--- src/rtl/accel_pkg.sv ---
package accel_pkg;
  localparam int ADDR_W = 32;
  localparam int SMP_W  = 16;
  localparam int ACC_W  = 36;

  localparam logic [15:0] FMT_ADPCM = 16'h0000;
  localparam logic [15:0] FMT_PCM16 = 16'h000A;
  localparam logic [15:0] FMT_PCM8  = 16'h0019;

  localparam logic [ADDR_W-1:0] LOOP_MASK = 32'h3FFF_FFFF;
  localparam logic [ADDR_W-1:0] CUR_MASK  = 32'hBFFF_FFFF;
  localparam logic [7:0]        PS_MASK   = 8'h7F;

  localparam logic [3:0] RI_START_HI = 4'd0;
  localparam logic [3:0] RI_START_LO = 4'd1;
  localparam logic [3:0] RI_END_HI   = 4'd2;
  localparam logic [3:0] RI_END_LO   = 4'd3;
  localparam logic [3:0] RI_CUR_HI   = 4'd4;
  localparam logic [3:0] RI_CUR_LO   = 4'd5;
  localparam logic [3:0] RI_FMT      = 4'd6;
  localparam logic [3:0] RI_HIST1    = 4'd7;
  localparam logic [3:0] RI_HIST2    = 4'd8;
  localparam logic [3:0] RI_PSCALE   = 4'd9;

  typedef enum logic [2:0] {
    ST_IDLE,
    ST_DATA0,
    ST_DATA1,
    ST_HDR,
    ST_DONE
  } accel_state_t;

  function automatic logic signed [SMP_W-1:0] sat_sample(input logic signed [ACC_W-1:0] v);
    if (v > 36'sd32767)       return 16'sh7FFF;
    else if (v < -36'sd32767) return 16'sh8001;
    else                      return v[SMP_W-1:0];
  endfunction

  function automatic logic signed [3:0] pick_nibble(input logic [7:0] b, input logic odd);
    return odd ? b[3:0] : b[7:4];
  endfunction
endpackage

--- src/rtl/accel_adpcm_calc.sv ---
module accel_adpcm_calc
  import accel_pkg::*;
#(
  parameter int NCOEF = 16,
  parameter int CW    = 16
) (
  input  logic [7:0]             data_byte,
  input  logic                   nib_odd,
  input  logic [6:0]             pscale,
  input  logic [NCOEF*CW-1:0]    coef_flat,
  input  logic signed [SMP_W-1:0] hist1,
  input  logic signed [SMP_W-1:0] hist2,
  output logic signed [SMP_W-1:0] sample
);
  localparam int IDX_W = $clog2(NCOEF);

  logic signed [CW-1:0] ctab [NCOEF];

  for (genvar i = 0; i < NCOEF; i++) begin : g_ctab
    assign ctab[i] = coef_flat[i*CW +: CW];
  end

  logic [IDX_W-1:0]         idx_a;
  logic [IDX_W-1:0]         idx_b;
  logic signed [3:0]        nib;
  logic signed [ACC_W-1:0]  scaled;
  logic signed [ACC_W-1:0]  c1_w, c2_w, h1_w, h2_w;
  logic signed [ACC_W-1:0]  pred;
  logic signed [ACC_W-1:0]  total;

  always_comb begin
    idx_a  = IDX_W'({pscale[6:4], 1'b0});
    idx_b  = IDX_W'({pscale[6:4], 1'b1});
    nib    = pick_nibble(data_byte, nib_odd);
    scaled = ACC_W'(nib) <<< pscale[3:0];
    c1_w   = ACC_W'(ctab[idx_a]);
    c2_w   = ACC_W'(ctab[idx_b]);
    h1_w   = ACC_W'(hist1);
    h2_w   = ACC_W'(hist2);
    pred   = 36'sd1024 + c1_w * h1_w + c2_w * h2_w;
    total  = scaled + (pred >>> 11);
    sample = sat_sample(total);
  end
endmodule

--- src/rtl/accel_addr_next.sv ---
module accel_addr_next
  import accel_pkg::*;
(
  input  logic [ADDR_W-1:0] cur,
  input  logic [ADDR_W-1:0] start_a,
  input  logic [ADDR_W-1:0] end_a,
  output logic [ADDR_W-1:0] next_a,
  output logic              hdr_need
);
  logic [ADDR_W-1:0] inc_a;

  always_comb begin
    inc_a    = cur + 32'd1;
    next_a   = inc_a;
    hdr_need = 1'b0;
    if (end_a[3:0] == 4'h0 && inc_a == end_a) begin
      next_a = start_a + 32'd1;
    end else if (end_a[3:0] == 4'h1 && inc_a == end_a - 32'd1) begin
      next_a = start_a;
    end else if (inc_a[3:0] == 4'h0) begin
      hdr_need = 1'b1;
    end
  end
endmodule

--- src/rtl/accel_end_check.sv ---
module accel_end_check
  import accel_pkg::*;
(
  input  logic [ADDR_W-1:0] addr_in,
  input  logic              long_step,
  input  logic [ADDR_W-1:0] start_a,
  input  logic [ADDR_W-1:0] end_a,
  output logic [ADDR_W-1:0] addr_out,
  output logic              end_hit
);
  logic [ADDR_W-1:0] limit;

  always_comb begin
    limit    = end_a + (long_step ? 32'd3 : 32'd1);
    end_hit  = (addr_in == limit);
    addr_out = (end_hit ? start_a : addr_in) & CUR_MASK;
  end
endmodule

--- src/rtl/sample_stream_accel.sv ---
module sample_stream_accel
  import accel_pkg::*;
#(
  parameter int NCOEF = 16,
  parameter int CW    = 16
) (
  input  logic                  clk,
  input  logic                  rst_n,
  input  logic                  reg_we,
  input  logic [3:0]            reg_addr,
  input  logic [15:0]           reg_wdata,
  output logic [15:0]           reg_rdata,
  input  logic                  rd_req,
  output logic                  rd_done,
  output logic [15:0]           rd_data,
  input  logic [NCOEF*CW-1:0]   coef_flat,
  output logic                  mem_req,
  output logic [31:0]           mem_addr,
  input  logic                  mem_ack,
  input  logic [7:0]            mem_rdata,
  output logic                  end_exc,
  output logic                  busy
);
  accel_state_t state;

  logic [ADDR_W-1:0]        start_q, end_q, cur_q;
  logic [15:0]              fmt_q;
  logic signed [SMP_W-1:0]  hist1_q, hist2_q;
  logic [7:0]               ps_q;
  logic                     stopped_q;
  logic [SMP_W-1:0]         sample_q;
  logic [7:0]               hi_q;
  logic                     exc_q;

  logic is_adpcm, is_pcm16, is_pcm8, is_known;
  assign is_adpcm = (fmt_q == FMT_ADPCM);
  assign is_pcm16 = (fmt_q == FMT_PCM16);
  assign is_pcm8  = (fmt_q == FMT_PCM8);
  assign is_known = is_adpcm | is_pcm16 | is_pcm8;

  // ADPCM arithmetic
  logic signed [SMP_W-1:0] adp_sample;
  accel_adpcm_calc #(.NCOEF(NCOEF), .CW(CW)) u_calc (
    .data_byte (mem_rdata),
    .nib_odd   (cur_q[0]),
    .pscale    (ps_q[6:0]),
    .coef_flat (coef_flat),
    .hist1     (hist1_q),
    .hist2     (hist2_q),
    .sample    (adp_sample)
  );

  // ADPCM address progression
  logic [ADDR_W-1:0] adp_next;
  logic              hdr_need;
  accel_addr_next u_next (
    .cur      (cur_q),
    .start_a  (start_q),
    .end_a    (end_q),
    .next_a   (adp_next),
    .hdr_need (hdr_need)
  );

  // Final step address and end detection
  logic [ADDR_W-1:0] fin_in, fin_out;
  logic              fin_long, fin_hit;

  always_comb begin
    fin_long = (state == ST_HDR);
    if (state == ST_HDR)                      fin_in = cur_q + 32'd2;
    else if (state == ST_DATA0 && is_adpcm)   fin_in = adp_next;
    else                                      fin_in = cur_q + 32'd1;
  end

  accel_end_check u_end (
    .addr_in   (fin_in),
    .long_step (fin_long),
    .start_a   (start_q),
    .end_a     (end_q),
    .addr_out  (fin_out),
    .end_hit   (fin_hit)
  );

  // Named internal events
  logic wr_ok;
  logic step_commit;
  logic hdr_fetch;
  assign wr_ok     = reg_we && (state == ST_IDLE);
  assign hdr_fetch = (state == ST_DATA0) && mem_ack && is_adpcm && hdr_need;
  always_comb begin
    step_commit = 1'b0;
    case (state)
      ST_IDLE:  step_commit = rd_req && !stopped_q && !is_known;
      ST_DATA0: step_commit = mem_ack && (is_pcm8 || (is_adpcm && !hdr_need));
      ST_DATA1: step_commit = mem_ack;
      ST_HDR:   step_commit = mem_ack;
      default:  step_commit = 1'b0;
    endcase
  end

  always_ff @(posedge clk) begin
    if (!rst_n) begin
      state     <= ST_IDLE;
      start_q   <= '0;
      end_q     <= '0;
      cur_q     <= '0;
      fmt_q     <= '0;
      hist1_q   <= '0;
      hist2_q   <= '0;
      ps_q      <= '0;
      stopped_q <= 1'b0;
      sample_q  <= '0;
      hi_q      <= '0;
      exc_q     <= 1'b0;
    end else begin
      if (wr_ok) begin
        case (reg_addr)
          RI_START_HI: start_q <= {reg_wdata, start_q[15:0]} & LOOP_MASK;
          RI_START_LO: start_q <= {start_q[31:16], reg_wdata} & LOOP_MASK;
          RI_END_HI:   end_q   <= {reg_wdata, end_q[15:0]} & LOOP_MASK;
          RI_END_LO:   end_q   <= {end_q[31:16], reg_wdata} & LOOP_MASK;
          RI_CUR_HI:   cur_q   <= {reg_wdata, cur_q[15:0]} & CUR_MASK;
          RI_CUR_LO:   cur_q   <= {cur_q[31:16], reg_wdata} & CUR_MASK;
          RI_FMT:      fmt_q   <= reg_wdata;
          RI_HIST1:    hist1_q <= reg_wdata;
          RI_HIST2: begin
            hist2_q   <= reg_wdata;
            stopped_q <= 1'b0;
          end
          RI_PSCALE:   ps_q    <= reg_wdata[7:0] & PS_MASK;
          default: ;
        endcase
      end

      case (state)
        ST_IDLE: begin
          if (rd_req) begin
            if (stopped_q) begin
              sample_q <= '0;
              exc_q    <= 1'b0;
              state    <= ST_DONE;
            end else if (is_known) begin
              state <= ST_DATA0;
            end else begin
              sample_q <= '0;
              state    <= ST_DONE;
            end
          end
        end
        ST_DATA0: begin
          if (mem_ack) begin
            if (is_adpcm) begin
              sample_q <= adp_sample;
              hist1_q  <= adp_sample;
              hist2_q  <= hist1_q;
              if (hdr_need) begin
                cur_q <= adp_next;
                state <= ST_HDR;
              end else begin
                state <= ST_DONE;
              end
            end else if (is_pcm16) begin
              hi_q  <= mem_rdata;
              state <= ST_DATA1;
            end else begin
              sample_q <= {mem_rdata, 8'h00};
              hist1_q  <= {mem_rdata, 8'h00};
              hist2_q  <= hist1_q;
              state    <= ST_DONE;
            end
          end
        end
        ST_DATA1: begin
          if (mem_ack) begin
            sample_q <= {hi_q, mem_rdata};
            hist1_q  <= {hi_q, mem_rdata};
            hist2_q  <= hist1_q;
            state    <= ST_DONE;
          end
        end
        ST_HDR: begin
          if (mem_ack) begin
            ps_q  <= mem_rdata;
            state <= ST_DONE;
          end
        end
        ST_DONE: begin
          exc_q <= 1'b0;
          state <= ST_IDLE;
        end
        default: state <= ST_IDLE;
      endcase

      if (step_commit) begin
        cur_q <= fin_out;
        exc_q <= fin_hit;
        if (fin_hit) stopped_q <= 1'b1;
      end
    end
  end

  // Memory port
  always_comb begin
    mem_req  = 1'b0;
    mem_addr = '0;
    case (state)
      ST_DATA0: begin
        mem_req = 1'b1;
        if (is_adpcm)      mem_addr = {1'b0, cur_q[31:1]};
        else if (is_pcm16) mem_addr = {cur_q[30:0], 1'b0};
        else               mem_addr = cur_q;
      end
      ST_DATA1: begin
        mem_req  = 1'b1;
        mem_addr = {cur_q[30:0], 1'b1};
      end
      ST_HDR: begin
        mem_req  = 1'b1;
        mem_addr = {1'b0, cur_q[31:4], 3'b000};
      end
      default: ;
    endcase
  end

  // Register readback
  always_comb begin
    case (reg_addr)
      RI_START_HI: reg_rdata = start_q[31:16];
      RI_START_LO: reg_rdata = start_q[15:0];
      RI_END_HI:   reg_rdata = end_q[31:16];
      RI_END_LO:   reg_rdata = end_q[15:0];
      RI_CUR_HI:   reg_rdata = cur_q[31:16];
      RI_CUR_LO:   reg_rdata = cur_q[15:0];
      RI_FMT:      reg_rdata = fmt_q;
      RI_HIST1:    reg_rdata = hist1_q;
      RI_HIST2:    reg_rdata = hist2_q;
      RI_PSCALE:   reg_rdata = {8'h00, ps_q};
      default:     reg_rdata = '0;
    endcase
  end

  assign rd_done = (state == ST_DONE);
  assign rd_data = sample_q;
  assign end_exc = (state == ST_DONE) && exc_q;
  assign busy    = (state != ST_IDLE);
endmodule

--- config.mk ---
export PLATFORM = sky130hd
export DESIGN_NAME = sample_stream_accel
export DESIGN_NICKNAME = d
export VERILOG_FILES = /design/src/rtl/accel_pkg.sv /design/src/rtl/accel_adpcm_calc.sv /design/src/rtl/accel_addr_next.sv /design/src/rtl/accel_end_check.sv /design/src/rtl/sample_stream_accel.sv
export SDC_FILE = /design/constraint.sdc
export NUM_CORES = 2
export LEC_CHECK = 0
export ABC_AREA = 1
export BUFFER_PORTS_ARGS = -buffer_cell sky130_fd_sc_hd__buf_2
export CORE_ASPECT_RATIO = 1.75
export CORE_MARGIN = 2
export CORE_UTILIZATION = 47
export CTS_BUF_LIST = sky130_fd_sc_hd__clkbuf_4 sky130_fd_sc_hd__clkbuf_8
export DETAILED_ROUTE_END_ITERATION = 8
export GPL_TIMING_DRIVEN = 1
export PLACE_DENSITY = 0.68
export SLEW_MARGIN = 20
export SYNTH_ARGS = -nofsm -noshare
export SYNTH_HDL_FRONTEND = slang
export SYNTH_SLANG_ARGS = --single-unit
--- constraint.sdc ---
create_clock -name clk -period 14.78 [get_ports clk]
set_clock_uncertainty 0.2 [all_clocks]
set_input_delay 0.739 -clock clk [delete_from_list [all_inputs] [get_ports clk]]
set_output_delay 0.739 -clock clk [all_outputs]
set_load 0.05 [all_outputs]
==> results.py, run 1 <==
metrics = {
    "die": {
        "initial_core_util_pct": 47.5,
        "fp-row-count": 143,
        "die_width_microns": 228,
        "die_h_microns": 396,
        "io_pins": 357,
    },
    "synth": {
        "ys_top_cells_by_area": "fa_1 (28%), nand2_1 (12%), inv_1 (9.5%)",
        "syn-cell-area_sq_um": 41300,
        "synth_compound_area_share_pct": 14.9,
        "synth.most_common_cell": "nand2_1",
        "synth_top_family_by_area": "adder cells",
        "synth_mux_area_share_pct": 1.56,
        "synth_flop_cell": "dfxtp_1",
        "syn_inst": 6046,
        "synth_xor_xnor_area_share_pct": 3.77,
        "synth_top_area_share_pct": 27.9,
        "avgSynthCellArea_sq_um": 6.84,
        "yosys-top-cells-count": "nand2_1 (1319), inv_1 (1042), nor2_1 (647), fa_1 (575), o21ai_0 (400)",
        "seq_area_frac_synth_pct": 8.57,
        "synth_cell_types": 61,
        "yosys_warnings": 0,
        "synth_seq_cells": 177,
        "synth_fa_ha_area_share_pct": 34.2,
        "syn_nets": 7120,
        "synthArstFlopShare_pct": 0,
        "yosys.area_share.simple_pct": 24.5,
        "synth_edf_count": 0,
        "synth_top_area_cell": "fa_1",
    },
    "global_routing": {
        "grt_pass1_wl_microns": 370000,
        "grt.total_usage_pct": 57.4,
        "grt_pass1_vias": 50167,
        "overflow": 3,
        "grt_max_degree": 70,
    },
    "clock_network": {
        "cts_buffers": 17,
        "htree_num_levels": 4,
        "clk_path_buf_depth": 2,
        "cts_hold_buf": 0,
        "cts.sinks": 177,
        "cts_setup_buffers": 0,
        "cts_resized": 0,
        "clock-root-buffer": "clkbuf_8",
    },
    "place": {
        "dp_hpwl_microns": 194000,
        "gp_congestion": 1.11,
        "dpl_cell_area_sq_um": 44600,
        "io_buffer_count": 356,
    },
    "run_status": {
        "tool.error": "[ERROR GRT-0116] Global routing finished with congestion. Check the congestion regions in the DRC Viewer.",
        "outcome": "stopped before the end",
        "haltStage": "global routing",
    },
}
==> layer usage <==
metal	global-route usage [%]	GRT overflow
met2	85.0	2
met4	62.9	1
met5	1.94	0
met1	56.9	0
met3	25.9	0
==> kinds of logic after synthesis <==
| logic type | count (synthesis) |
|---|---|
| DFF | 177 |
| adders and majority gates | 785 |
| and+or+nand+nor | 2447 |
| xor gates and xnor gates | 177 |
| AOI/OAI and AO/OA | 1055 |
| buffers and inverters | 1341 |
| muxes | 64 |
==> stage by stage <==
step / setup slack, ns / std cells / utilization, %
after CTS: 0.181 / 7475 / 51.8
after detailed placement: 0.187 / 7443 / 51.3
after global placement: 0.276 / 7443 / 51.3
after floorplan: 1.71 / 6046 / -
==> run 2, diff against run 1 <==
CORE_ASPECT_RATIO = default   (was 1.75)
CORE_UTILIZATION = 32   (was 47)
CTS_BUF_LIST = default   (was sky130_fd_sc_hd__clkbuf_4 sky130_fd_sc_hd__clkbuf_8)
PLACE_DENSITY = default   (was 0.68)
PLACE_DENSITY_LB_ADDON = 0.15   (was default)
==> results.py, run 2 <==
metrics = {
    "run_status": {
        "outcome": "finished clean",
    },
    "timing": {
        "hold_ws_ns": 0.271,
        "rsz0062_at_grt": "false",
        "tightest_slew_ns": 1.22,
        "fmax_mhz": 72.6,
        "min_period_ns": 13.77,
        "finalHoldViolCount": 0,
        "setup_viol_count_final": 0,
        "final_max_slew_viol_count": 0,
        "layout_worst_path_cycle_share_pct": 93.2,
        "fin_setup_tns_ns": 0,
        "maxSlewHeadroom_pct": 18.6,
    },
    "clock_network": {
        "cts.sinks": 177,
        "clock_latency_ns": 0.53,
        "cts_hold_buf": 0,
        "clk_path_buf_depth": 2,
        "cts_buffers": 17,
        "clk_pin_slew_ns": 0.08,
        "cts_tree": "built",
        "clock-root-buffer": "clkbuf_16",
        "htree_num_levels": 4,
    },
    "worst_setup_path": {
        "end_kind": "flip-flop",
        "reg2reg_to": "rd_data[6]$_SDFFE_PN0P_",
        "reg2regPathDepth": 56,
        "cp-startpoint": "ps_q[5]$_SDFF_PN0_",
        "critical_path_arrival_ns": 14.04,
        "crit_path_end": "rd_data[6]$_SDFFE_PN0P_",
        "worst_r2r_startpoint": "ps_q[5]$_SDFF_PN0_",
        "cpMostUsedCell": "fa_1",
        "slowest_delay_ns": 0.57,
        "required_ns": 15.05,
        "cp-start-kind": "flip-flop",
        "worst-r2r-setup-slack_ns": 1.01,
        "cp_max_fo": 32,
        "slowest_stage": "dfxtp_4",
        "path_class": "reg -> reg",
    },
    "synth": {
        "avgSynthCellArea_sq_um": 6.84,
        "yosys-top-cells-count": "nand2_1 (1319), inv_1 (1042), nor2_1 (647), fa_1 (575), o21ai_0 (400)",
        "synth_top_area_share_pct": 27.9,
        "syn_inst": 6046,
        "yosys_warnings": 0,
        "synth_top_family_by_area": "adder cells",
        "synth_seq_cells": 177,
        "synth_fa_ha_area_share_pct": 34.2,
        "syn-cell-area_sq_um": 41300,
        "yosys.area_share.simple_pct": 24.5,
        "synthArstFlopShare_pct": 0,
        "synth_edf_count": 0,
        "synth_mux_area_share_pct": 1.56,
        "synth_compound_area_share_pct": 14.9,
        "synth_flop_cell": "dfxtp_1",
        "synth_top_area_cell": "fa_1",
        "synth_xor_xnor_area_share_pct": 3.77,
        "seq_area_frac_synth_pct": 8.57,
        "synth.most_common_cell": "nand2_1",
        "ys_top_cells_by_area": "fa_1 (28%), nand2_1 (12%), inv_1 (9.5%)",
        "syn_nets": 7120,
        "synth_cell_types": 61,
    },
    "global_routing": {
        "grt_pass1_wl_microns": 319000,
        "grt.total_usage_pct": 33.8,
        "gr-usage-met2_pct": 47.9,
        "busiest_layer": "met1",
        "gr-usage-met3_pct": 8.15,
        "antenna_found_initial": 22,
        "overflow": 0,
        "grt_max_degree": 80,
        "grt_pass1_vias": 43306,
        "use_met1_pct": 48.1,
    },
    "drt": {
        "wl_per_cell_microns": 28.1,
        "routed_via_density": 5.58,
        "drt-pass1-iter-count": 6,
        "drt_iter0_drc": 5495,
        "ant_nets": 0,
        "routed_wirelength_microns": 225000,
        "drc_errors": 0,
        "dr_total_vias": 44627,
    },
    "finish": {
        "drive_gt1_share_pct": 9.98,
        "nFillCells": 14150,
        "fin_util_pct": 35.9,
        "multi_input_comb_area_sq_um": 32700,
        "reg_top3": "cur_q (32), end_q (30), start_q (30)",
        "final_cell_mix": "nand2_1 (1317), inv_1 (1039), nor2_1 (638), fa_1 (575), o21ai_0 (396)",
        "area_delta_synth_final_pct": 11.1,
        "regArea_sq_um": 3550,
        "largest_reg_flops": 32,
        "regMostFlops": "cur_q",
        "final_common_cell": "nand2_1",
        "fin_nets": 7384,
    },
    "place": {
        "dp_hpwl_microns": 182000,
        "gp_congestion": 1.04,
        "io_buffer_count": 356,
    },
    "die": {
        "dieArea_sq_um": 132000,
        "fp-row-count": 131,
        "coreArea_sq_um": 128000,
        "die_h_microns": 363,
        "io_pins": 357,
        "initial_core_util_pct": 32.3,
        "die_width_microns": 363,
    },
    "hold_path": {
        "min_path_type": "reg -> reg",
    },
    "run": {
        "max-cap-violations": 0,
    },
}
-- run 2: cell counts after synthesis --
Identical to the previous run, type by type.
-- run 2: critical path, delay by kind of cell (launching register included) --
| kind | cells | cell delay [ns] |
|---|---|---|
| buffers and inverters | 10 | 0.84 |
| AOI/OAI and AO/OA | 13 | 2.69 |
| DFF | 1 | 0.57 |
| adders and majority gates | 14 | 6.51 |
| and+or+nand+nor | 16 | 2.44 |
| xor gates and xnor gates | 3 | 0.43 |
-- run 2: area by class of cell --
cell class	instances	share of cell area, %
multi-input combinational	4528	71.2
inverter	1085	8.88
sequential	177	7.74
timing repair buffer	501	6.31
tap	1662	4.53
clock buffer	18	0.956
clock inverter	14	0.324
antenna	12	0.0654
-- run 2: how the worst min path moves through the flow --
| stage | cells after the start | from | endpoint |
|---|---|---|---|
| floorplan | 2 | exc_q$_SDFFE_PN0P_ | exc_q$_SDFFE_PN0P_ |
| global placement | 2 | exc_q$_SDFFE_PN0P_ | exc_q$_SDFFE_PN0P_ |
| detailed placement | 2 | exc_q$_SDFFE_PN0P_ | exc_q$_SDFFE_PN0P_ |
| CTS | 2 | exc_q$_SDFFE_PN0P_ | exc_q$_SDFFE_PN0P_ |
| global route | 2 | exc_q$_SDFFE_PN0P_ | exc_q$_SDFFE_PN0P_ |
| finish | 2 | exc_q$_SDFFE_PN0P_ | exc_q$_SDFFE_PN0P_ |
-- run 2: layer usage --
metal  part of all wire (%)  vias to the layer above  wire (microns)
met5                  0.068                        -             153
met4                    5.1                       20           11600
met3                     11                      470           23900
met2                     40                     2557           90200
met1                     44                    21817           99000
li1                       -                    19763               -
-- run 2: what timing repair did --
action | CTS | global route
setup buffers | 0 | 0
endpoints found under the setup margin | 0 | 32
gates resized for setup | 0 | 13
-- run 2: cells by family (layout without fill, tap and decap cells) --
| kind of cell | count (synthesis) | in the layout |
|---|---|---|
| buffers and inverters | 1341 | 1618 |
| XOR/XNOR | 177 | 177 |
| adder cells (fa/ha/maj) | 785 | 785 |
| AO/OA/AOI/OAI | 1055 | 1055 |
| flip-flops | 177 | 177 |
| AND/OR/NAND/NOR | 2447 | 2447 |
| other | 0 | 12 |
| multiplexers | 64 | 64 |
-- run 2: stage by stage --
step           instances  setup WS (ns)  instance area (sq um)
2_1_floorplan       6046           1.71                  41300
3_3_place_gp        7953          0.298                  45300
3_5_place_dp        7953          0.230                  45300
4_1_cts             7985          0.188                  45900
5_1_grt             7989         0.0377                  45900
6_report            7997           1.01                  45900
Power of run 2 is left out: the tool's default activity adds up to more than one toggle a clock period on the data nets, which glitch-free logic cannot reach.
